`config.mk`:
```
export PLATFORM = sky130hd
export DESIGN_NAME = scanline_dma_seq
export DESIGN_NICKNAME = d
export VERILOG_FILES = /design/src/rtl/scanline_dma_seq.sv
export SDC_FILE = /design/constraint.sdc
export NUM_CORES = 1
export LEC_CHECK = 0
export BUFFER_PORTS_ARGS = -buffer_cell sky130_fd_sc_hd__buf_2
export CORE_AREA = 5 5 109 111
export DETAILED_ROUTE_END_ITERATION = 8
export DIE_AREA = 0 0 114 116
export PLACE_DENSITY = 0.77
export SYNTH_ARGS = -nofsm -noshare
export SYNTH_HDL_FRONTEND = slang
export SYNTH_SLANG_ARGS = --single-unit
```
`constraint.sdc`:
```
create_clock -name clk -period 4.6 [get_ports clk]
set_input_delay 1.38 -clock clk [delete_from_list [all_inputs] [get_ports clk]]
set_output_delay 1.38 -clock clk [all_outputs]
set_load 0.03 [all_outputs]
```
`src/rtl/scanline_dma_seq.sv`:
```
module scanline_dma_seq #(
  parameter int UNIT_BYTES = 2
) (
  input  logic        clk,
  input  logic        rst_n,
  input  logic        init,
  input  logic        line_go,
  input  logic        indirect,
  input  logic [15:0] tbl_base,
  input  logic [7:0]  tbl_bank,
  input  logic [7:0]  data_bank,
  input  logic        cnt_wr,
  input  logic [15:0] cnt_wdata,
  output logic [15:0] blk_count,
  output logic [15:0] tbl_ptr,
  output logic [7:0]  line_ctr,
  output logic [15:0] ind_addr,
  output logic        busy,
  output logic        active,
  output logic        mem_rd,
  output logic [23:0] mem_addr,
  input  logic [7:0]  mem_rdata,
  input  logic        mem_ack,
  output logic        out_valid,
  output logic [7:0]  out_data,
  input  logic        out_ready
);
  localparam int BW = (UNIT_BYTES > 1) ? $clog2(UNIT_BYTES) : 1;
  localparam logic [BW-1:0] LAST = BW'(UNIT_BYTES - 1);

  typedef enum logic [2:0] {S_IDLE, S_CTL, S_PLO, S_PHI, S_RD, S_SND, S_DEC} st_t;
  st_t st;
  logic [BW-1:0] beat;
  logic [7:0] data_q;
  logic reload;

  assign busy      = (st != S_IDLE);
  assign mem_rd    = (st == S_CTL) || (st == S_PLO) || (st == S_PHI) || (st == S_RD);
  assign mem_addr  = (st == S_RD && indirect) ? {data_bank, ind_addr} : {tbl_bank, tbl_ptr};
  assign out_valid = (st == S_SND);
  assign out_data  = data_q;

  always_ff @(posedge clk) begin
    if (!rst_n) begin
      st <= S_IDLE;
      blk_count <= '0;
      tbl_ptr <= '0;
      line_ctr <= '0;
      ind_addr <= '0;
      active <= 1'b0;
      reload <= 1'b0;
      beat <= '0;
      data_q <= '0;
    end else begin
      if (cnt_wr) blk_count <= cnt_wdata;
      case (st)
        S_IDLE: begin
          if (init) begin
            tbl_ptr <= tbl_base;
            st <= S_CTL;
          end else if (line_go && active) begin
            beat <= '0;
            st <= (reload || line_ctr[7]) ? S_RD : S_DEC;
          end
        end
        S_CTL: if (mem_ack) begin
          line_ctr <= mem_rdata;
          tbl_ptr  <= tbl_ptr + 16'd1;
          reload   <= 1'b1;
          active   <= (mem_rdata != 8'd0);
          if (!indirect) st <= S_IDLE;
          else if (mem_rdata == 8'd0) begin
            ind_addr[7:0] <= mem_rdata;
            st <= S_PHI;
          end else st <= S_PLO;
        end
        S_PLO: if (mem_ack) begin
          ind_addr[7:0] <= mem_rdata;
          tbl_ptr <= tbl_ptr + 16'd1;
          st <= S_PHI;
        end
        S_PHI: if (mem_ack) begin
          ind_addr[15:8] <= mem_rdata;
          tbl_ptr <= tbl_ptr + 16'd1;
          st <= S_IDLE;
        end
        S_RD: if (mem_ack) begin
          data_q <= mem_rdata;
          if (indirect) ind_addr <= ind_addr + 16'd1;
          else          tbl_ptr  <= tbl_ptr + 16'd1;
          st <= S_SND;
        end
        S_SND: if (out_ready) begin
          if (beat == LAST) st <= S_DEC;
          else begin
            beat <= beat + 1'b1;
            st <= S_RD;
          end
        end
        S_DEC: begin
          line_ctr <= line_ctr - 8'd1;
          reload <= 1'b0;
          st <= (line_ctr[6:0] == 7'd1) ? S_CTL : S_IDLE;
        end
        default: st <= S_IDLE;
      endcase
    end
  end
endmodule

```
# Yosys cells after proc, flatten, opt, wreduce, memory -nomap -nowiden
# Cells that the tools add are included.
# Widths: inputs -> output; s select.
# totals
ff_bits	70
input_bits	64
output_inout_bits	92
# classes
addsub	4
n_eq_ne	21
mux	35
reduce_logical	24
# ops
op	n
$mux 16	6
$pmux 16 s3	1
$add 16x1->16 const B	2
$mux 8	4
$pmux 8 s2	2
$mux 24	1
$mux 3	8
$pmux 8 s3	1
$pmux 3 s7	1
$ne 2x2->1 const B	10
$eq 3x3->1 const B	3
$reduce_bool 3->1	3
$logic_not 8->1	1
$reduce_and 4->1	2
$reduce_bool 8->1	1
$sub 8x1->8 const B	1
$eq 7x1->1 const B	1
$mux 1	7
$reduce_and 7->1	1
$eq 3x2->1 const B	2
$ne 2x1->1 const B	3
$reduce_and 2->1	3
$reduce_and 6->1	1
$reduce_bool 2->1	3
10 further kinds	16

# Longest topological paths before layout
# Gate-level depths: netlist (run 1).
# depth
ltp_word	5
ltp_mapped	8

# Least setup slack after synthesis (run 1)
# Ideal clock, no wire load.
# synth_path
kind	input port to output port
startpoint	input port indirect
endpoint	output port mem_addr[5]
arrival_ns	2.887
required_ns	3.220
setup_slack_ns	0.333
cell_stages	7
path_cell_list	buf_2 > nor4bb_1 > buf_2 > buf_1 > clkbuf_1 > nand2_1 > nand2_1
# synth_via
elab_chain_cells	2
# synth_rtl
element	line	text
from (decl)	8	input logic indirect,
$logic_and 1x1->1	39	assign mem_addr = (st == S_RD && indirect) ? {data_bank, ind_addr} : {tbl_bank, tbl_ptr};
$mux 24	39	
to (decl)	21	output logic [23:0] mem_addr,
# Every way passes these cells.

# Final worst setup path (run 1)
# layout_path
startpoint	input port indirect
endpoint	output port mem_addr[16]
# Same word-level chain as after synthesis.

==> run metrics, run 1 <==
result of the run finished, final reports clean; count of standard-cell rows 38; starting density of the core roughly 39%; GRT overflow 0; number of clock buffers inserted by TritonCTS 9; fraction of the cycle the final worst path needs 89.4%; number of violations of the max-capacitance limit 0; core area around 0.011 sq mm; Period minus WS final 4110 ps; final setup skew 14.9 ps; Post-layout nets 747; critical-path maximum fanout 26; critical path cell sequence buf_2 -> nor4bb_4 -> buf_4 -> mux2_2 -> buf_2; Cell Count, Final, Fillers Out 824; average via count per standard cell 5.83; count of vias placed by the detailed router 4802; synthesized area approximately 0.0042 sq mm; GR Util All Layers 21.2%; Clock Tree Buf Depth 2; placed wire-length estimate 10.6 mm; register clock-pin slew on the reported worst setup and hold paths 90 ps; critical path startpoint indirect; number of cells upsized or downsized after cts 0; first-pass GRT wire length roughly 23 mm; number of different library cells in the post-synthesis netlist 70; Post-DRT Antenna Nets 0; slowest cell delay on critical path 380 ps; instance count after placement with tap cells included 808; launch instance of the worst register-to-register path st[0]; RSZ-0062 raised after global routing no; count of clock tree sinks 70; first-pass iteration count of the detailed router 5; Setup Viol. Count Final 0; type of origin of the critical path input port; ANT cells 0; Layout Utilization 49.2%; ratio of cells with drive above 1 in the final layout 28.5%; Worst Tran Pin Value approximately 880 ps; total length of routed wires 14.4 mm; port buffer count 155; synthesized netlist cell count ~550; static leakage 2.32 nW; prevailing post-synth register cell sky130_fd_sc_hd__dfxtp_1; Wirelength per Cell 17.5 um; Die Span Y 116 um; sort of element at the end of the critical path output pin; largest vdd supply drop between 300 and 400 uV; number of buffers added for setup after CTS 0; most common cell after layout, fill and taps aside sky130_fd_sc_hd__buf_2; P per Cell Area 576 mW/mm^2; CP required 3220 ps; total number of yosys warnings 0; Worst-Skew Late Latency 360 ps; number of storage elements in the synthesis netlist 70; multi-input gate area in the final layout 0.00257 sq mm; die area roughly 0.013 sq mm; DRC violation count after routing 0; area taken by flip-flops and latches 0.00140 sq mm; sum of buffers and inverters on the critical path 3; Area contributors post-synth sky130_fd_sc_hd__dfxtp_1 (34%), sky130_fd_sc_hd__nand2_1 (9.4%), sky130_fd_sc_hd__a21oi_1 (5.2%); Final Slew Violations 0; most frequent cell on the critical path sky130_fd_sc_hd__buf_2; number of enable flip-flop cells after synthesis 0; Slowest cell on crit path sky130_fd_sc_hd__mux2_2; library cell with the largest summed area after synthesis sky130_fd_sc_hd__dfxtp_1; initial detailed-routing violation count 378; fillcell total 1059; aggregate negative setup slack 0 ps; CTS tree yes; H-tree lvl count 3; share of flip-flops with an asynchronous set or reset 0%; global placement routability congestion 0.878; type of the tightest min-delay check register to register; number of placed I/O pins 156; Worst path top cell family by delay buffers and inverters; sequential-to-total area share from yosys stat around a third; Synth Net Count about 620; initial antenna violation count 0; top library cells by usage in the layout, fill and taps aside sky130_fd_sc_hd__buf_2 (155), sky130_fd_sc_hd__nand2_1 (104), sky130_fd_sc_hd__dfxtp_1 (70); pin count of the biggest net entering global routing 41; total power slightly above 0.003 W; data arrival time of the critical path 2730 ps; Hold Vio Cnt, Final 0; number of hold-repair buffers added at the cts stage 0; origin of the worst min-delay path out_data[1]; Worst Hold Margin 456 ps; via count of the first global-routing pass ~4500; post-synth top area share 33.6%; horizontal die dimension 114 um; tightest slew margin relative to the limit 41.1%; Achievable Freq approximately 0.24 GHz; syn avg cell area 7.63 sq um; CTS Root Cell sky130_fd_sc_hd__clkbuf_8; start-to-end type of the worst setup path input port to output pin; synthesis-to-layout area growth 26.2%
==> tightest hold or removal path: cells and delay by family (launching register included) <==
kind	cells	cell delay (ps)
flip-flops	1	310
AND/OR/NAND/NOR	1	50
AO/OA/AOI/OAI	1	50
==> stage by stage <==
step / setup WS [ps] / area, sq um
6_report: 486 / 5270
5_1_grt: 430 / 5270
4_1_cts: 499 / 5270
3_5_place_dp: 499 / 5030
3_3_place_gp: 563 / 5030
2_1_floorplan: 333 / 4170
==> metal layers <==
metal,track usage [%],up-vias,wire [um]
li1,-,2295,-
met1,28.6,2212,5810
met2,34.4,268,7040
met3,4.07,27,1300
met4,6.57,0,255
met5,0,-,0
==> cells in the mapped netlist (3+ instances only) <==
master and number:
sky130_fd_sc_hd__and4_1 4, sky130_fd_sc_hd__o31a_1 13, sky130_fd_sc_hd__nor4b_1 3, sky130_fd_sc_hd__ha_1 4
sky130_fd_sc_hd__o21a_1 3, sky130_fd_sc_hd__mux2i_1 20, sky130_fd_sc_hd__buf_1 5, sky130_fd_sc_hd__a21o_1 4
sky130_fd_sc_hd__a311oi_1 4, sky130_fd_sc_hd__and2_1 4, sky130_fd_sc_hd__a22oi_1 3, sky130_fd_sc_hd__and3_1 6
sky130_fd_sc_hd__nand2_1 104, sky130_fd_sc_hd__inv_1 8, sky130_fd_sc_hd__buf_2 8, sky130_fd_sc_hd__o22ai_1 17
sky130_fd_sc_hd__a21oi_1 43, sky130_fd_sc_hd__mux2_2 9, sky130_fd_sc_hd__nand3b_1 3, sky130_fd_sc_hd__nor2_1 32
sky130_fd_sc_hd__o21ai_0 17, sky130_fd_sc_hd__nand3_1 18, sky130_fd_sc_hd__nor3_1 10, sky130_fd_sc_hd__or3_1 4
sky130_fd_sc_hd__a211oi_1 7, sky130_fd_sc_hd__clkbuf_1 29, sky130_fd_sc_hd__a31oi_1 8, sky130_fd_sc_hd__dfxtp_1 70
sky130_fd_sc_hd__nand4_1 17, sky130_fd_sc_hd__o21ai_1 7, sky130_fd_sc_hd__or4_1 9, sky130_fd_sc_hd__nor4_1 5
sky130_fd_sc_hd__o221a_1 3
==> path summary, 6_finish.rpt <==
kind / to / cells past startpoint / slack [ps]
setup / recovery: mem_addr[16] / 5 / 490
hold / removal: out_data[1] / 2 / 460
setup reg to reg: ind_addr[7] / 5 / 2250
hold reg to reg: out_data[1] / 2 / 460
==> where the power goes <==
group          internal, W  total (W)  switching, W
clock             0.000363   0.000611      0.000248
combinational     0.000485    0.00149       0.00101
sequential        0.000726   0.000929      0.000203
total              0.00157    0.00303       0.00146
==> registers in the layout (all words and copies together) (netlist names) <==
register	count
line_ctr	8
beat	1
out_data	8
reload	1
tbl_ptr	16
blk_count	16
active	1
st	3
ind_addr	16
==> cells by family after synthesis <==
group	synth area share, %
and+or+nand+nor	27.5
AOI/OAI and AO/OA	25.1
DFF	33.6
buffers and inverters	5.19
muxes	7.22
adders and majority gates	1.20
xor gates and xnor gates	0.210
==> cell type report <==
cell class	instances	area share (%)
multi-input combinational	424	48.8
sequential	70	26.6
inverter	10	0.713
clock inverter	5	2.04
tap	140	3.33
timing repair buffer	164	16.0
clock buffer	11	2.49
(Power assumes the default switching activity.)
==> run 2, diff against run 1 <==
--- a/config.mk
+++ b/config.mk
@@ -6,10 +6,10 @@
 export NUM_CORES = 1
 export LEC_CHECK = 0
 export BUFFER_PORTS_ARGS = -buffer_cell sky130_fd_sc_hd__buf_2
-export CORE_AREA = 5 5 109 111
+export CORE_AREA = 5 5 98 123
 export DETAILED_ROUTE_END_ITERATION = 8
-export DIE_AREA = 0 0 114 116
-export PLACE_DENSITY = 0.77
+export DIE_AREA = 0 0 103 128
+export PLACE_DENSITY = 0.68
 export SYNTH_ARGS = -nofsm -noshare
 export SYNTH_HDL_FRONTEND = slang
 export SYNTH_SLANG_ARGS = --single-unit
==> constraint.sdc (replaced) <==
create_clock -name clk -period 3.65 [get_ports clk]
set_input_delay 1.095 -clock clk [delete_from_list [all_inputs] [get_ports clk]]
set_output_delay 1.095 -clock clk [all_outputs]
set_load 0.03 [all_outputs]
==> run metrics, run 2 (synthesis results as in run 1) <==
result of the run finished, final reports clean (unchanged); number of placed I/O pins 156 (unchanged); aggregate negative setup slack 0 ps (unchanged); number of clock buffers inserted by TritonCTS 9 (unchanged); final setup skew 4.18 ps (was 14.9 ps); RSZ-0062 raised after global routing no (unchanged); internal power 0.00201 W (was 0.00157 W); number of buffers added for setup after CTS 0 (unchanged); type of the tightest min-delay check register to register (unchanged); P per Cell Area 734 mW/mm^2 (was 576 mW/mm^2); GR Util All Layers 22.7% (was 21.2%); Die Span Y 128 um (was 116 um); DRC violation count after routing 0 (unchanged); net switching power 0.00188 W (was 0.00146 W); Wirelength per Cell 18.5 um (was 17.5 um); GRT overflow 0 (unchanged); critical path cell sequence buf_2 -> nor4bb_4 -> buf_12 -> mux2_2 -> buf_2 (was buf_2 -> nor4bb_4 -> buf_4 -> mux2_2 -> buf_2); most frequent cell on the critical path sky130_fd_sc_hd__buf_2 (unchanged); top library cells by usage in the layout, fill and taps aside sky130_fd_sc_hd__buf_2 (155), sky130_fd_sc_hd__nand2_1 (104), sky130_fd_sc_hd__dfxtp_1 (70) (unchanged); fillcell total 1105 (was 1059); sort of element at the end of the critical path output pin (unchanged); global placement routability congestion 0.937 (was 0.878); critical-path maximum fanout 26 (unchanged); static leakage 2.34 nW (was 2.32 nW); ANT cells 0 (unchanged); instance count after placement with tap cells included 805 (was 808); Worst-Skew Late Latency 340 ps (was 360 ps); Clock Tree Buf Depth 2 (unchanged); Period minus WS final 3500 ps; type of origin of the critical path input port (unchanged); register clock-pin slew on the reported worst setup and hold paths 50 ps (was 90 ps); CTS Root Cell sky130_fd_sc_hd__clkbuf_16 (was sky130_fd_sc_hd__clkbuf_8); initial antenna violation count 0 (unchanged); Worst Tran Pin Value 937 ps (was 884 ps); count of standard-cell rows 43 (was 38); ratio of cells with drive above 1 in the final layout 28.5% (unchanged); Final Slew Violations 0 (unchanged); starting density of the core 38.4% (was 39.0%); initial detailed-routing violation count 349 (was 378); Post-layout nets 749 (was 747); slowest cell delay on critical path 380 ps (about the same); sequential cell fraction of total power 31.2% (was 30.6%); fraction of the cycle the final worst path needs 95.9%; Switching Share 48.3% (was 48.1%); placed wire-length estimate 10.9 mm (was 10.6 mm); first-pass iteration count of the detailed router 5 (unchanged); CTS tree yes (unchanged); number of cells upsized or downsized after cts 0 (unchanged); number of hold-repair buffers added at the cts stage 0 (unchanged); Hold Vio Cnt, Final 0 (unchanged); largest vdd supply drop 449 uV (was 358 uV); Worst R2R Setup Slack 1020 ps (was 2250 ps); Setup WS pre-CTS 157 ps (was 499 ps); Cell Count, Final, Fillers Out 819 (was 824); Setup Viol. Count Final 0 (unchanged); Achievable Freq 0.286 GHz; horizontal die dimension 103 um (was 114 um); Worst path top cell family by delay buffers and inverters (unchanged); count of clock tree sinks 70 (unchanged); worst path setup slack after routing 151 ps (was 486 ps); via count of the first global-routing pass 4813 (was 4466); most common cell after layout, fill and taps aside sky130_fd_sc_hd__buf_2 (unchanged); average via count per standard cell 6.06 (was 5.83); total length of routed wires 15.1 mm (was 14.4 mm); sum of buffers and inverters on the critical path 3 (unchanged); clock share of power 20.2% (was 20.1%); H-tree lvl count 3 (unchanged); tightest slew margin relative to the limit 37.5% (was 41.1%); pin count of the biggest net entering global routing 41 (unchanged); start-to-end type of the worst setup path input port to output pin (unchanged); CP required 2550 ps (was 3220 ps); port buffer count 155 (unchanged); relative contribution of combinational cells to total power 48.6% (was 49.2%); die area 0.0132 sq mm (about the same); count of vias placed by the detailed router 4964 (was 4802); Slowest cell on crit path sky130_fd_sc_hd__nor4bb_4 (was sky130_fd_sc_hd__mux2_2); synthesis-to-layout area growth 27.1% (was 26.2%); first-pass GRT wire length 23.9 mm (was 23.0 mm); Largest regs blk_count x16, ind_addr x16, tbl_ptr x16 (unchanged); Post-DRT Antenna Nets 0 (unchanged); core area 0.0109 sq mm (was 0.0107 sq mm); number of violations of the max-capacitance limit 0 (unchanged); data arrival time of the critical path 2400 ps (was 2730 ps)
-- run 2: power by group through the flow --
| stage | clock, W | sequential (W) | combinational (W) |
|---|---|---|---|
| after detailed placement | 0 | 0.00122 | 0.00187 |
| after global placement | 0 | 0.00121 | 0.00183 |
| final | 0.000787 | 0.00121 | 0.00189 |
| after CTS | 0.000805 | 0.00120 | 0.00188 |
| after global routing | 0.000840 | 0.00124 | 0.00204 |
| after floorplan | 0 | 0.00135 | 0.00113 |
-- run 2: layout make-up --
class	instances	area, sq um	area share, %
timing repair buffer	166	871	16.4
multi-input combinational	424	2570	48.5
clock inverter	2	10.0	0.189
tap	135	169	3.18
inverter	10	37.5	0.707
clock buffer	12	246	4.65
sequential	70	1400	26.4
-- run 2: tightest hold or removal path: stages, from the launching register on --
cell and delay [ps]:
sky130_fd_sc_hd__dfxtp_1 300, sky130_fd_sc_hd__nand2_1 50, sky130_fd_sc_hd__a21oi_1 50
-- run 2: final timing paths --
path / startpoint / endpoint / cells past startpoint
setup / recovery: indirect / mem_addr[20] / 5
hold / removal: out_data[6] / out_data[6] / 2
setup reg to reg: st[1] / ind_addr[7] / 5
hold reg to reg: out_data[6] / out_data[6] / 2
-- run 2: through the flow --
| step | utilization [%] | area, sq um | total power (W) | hold slack [ps] |
|---|---|---|---|---|
| 6_report | 48.8 | 5310 | 0.00389 | 454 |
| 5_1_grt | 48.8 | 5310 | 0.00412 | 475 |
| 4_1_cts | 48.8 | 5310 | 0.00388 | 461 |
| 3_5_place_dp | 46.5 | 5050 | 0.00308 | 454 |
| 3_3_place_gp | 46.5 | 5050 | 0.00304 | 443 |
| 2_1_floorplan | - | 4180 | 0.00248 | 436 |
-- run 2: layer usage --
metal | vias to the layer above | GRT usage (%) | part of all wire (%)
li1 | 2288 | - | -
met2 | 304 | 37.6 | 48
met4 | 0 | 9.83 | 2.0
met3 | 25 | 4.35 | 9.3
met1 | 2347 | 28.5 | 40
met5 | - | 0 | 0
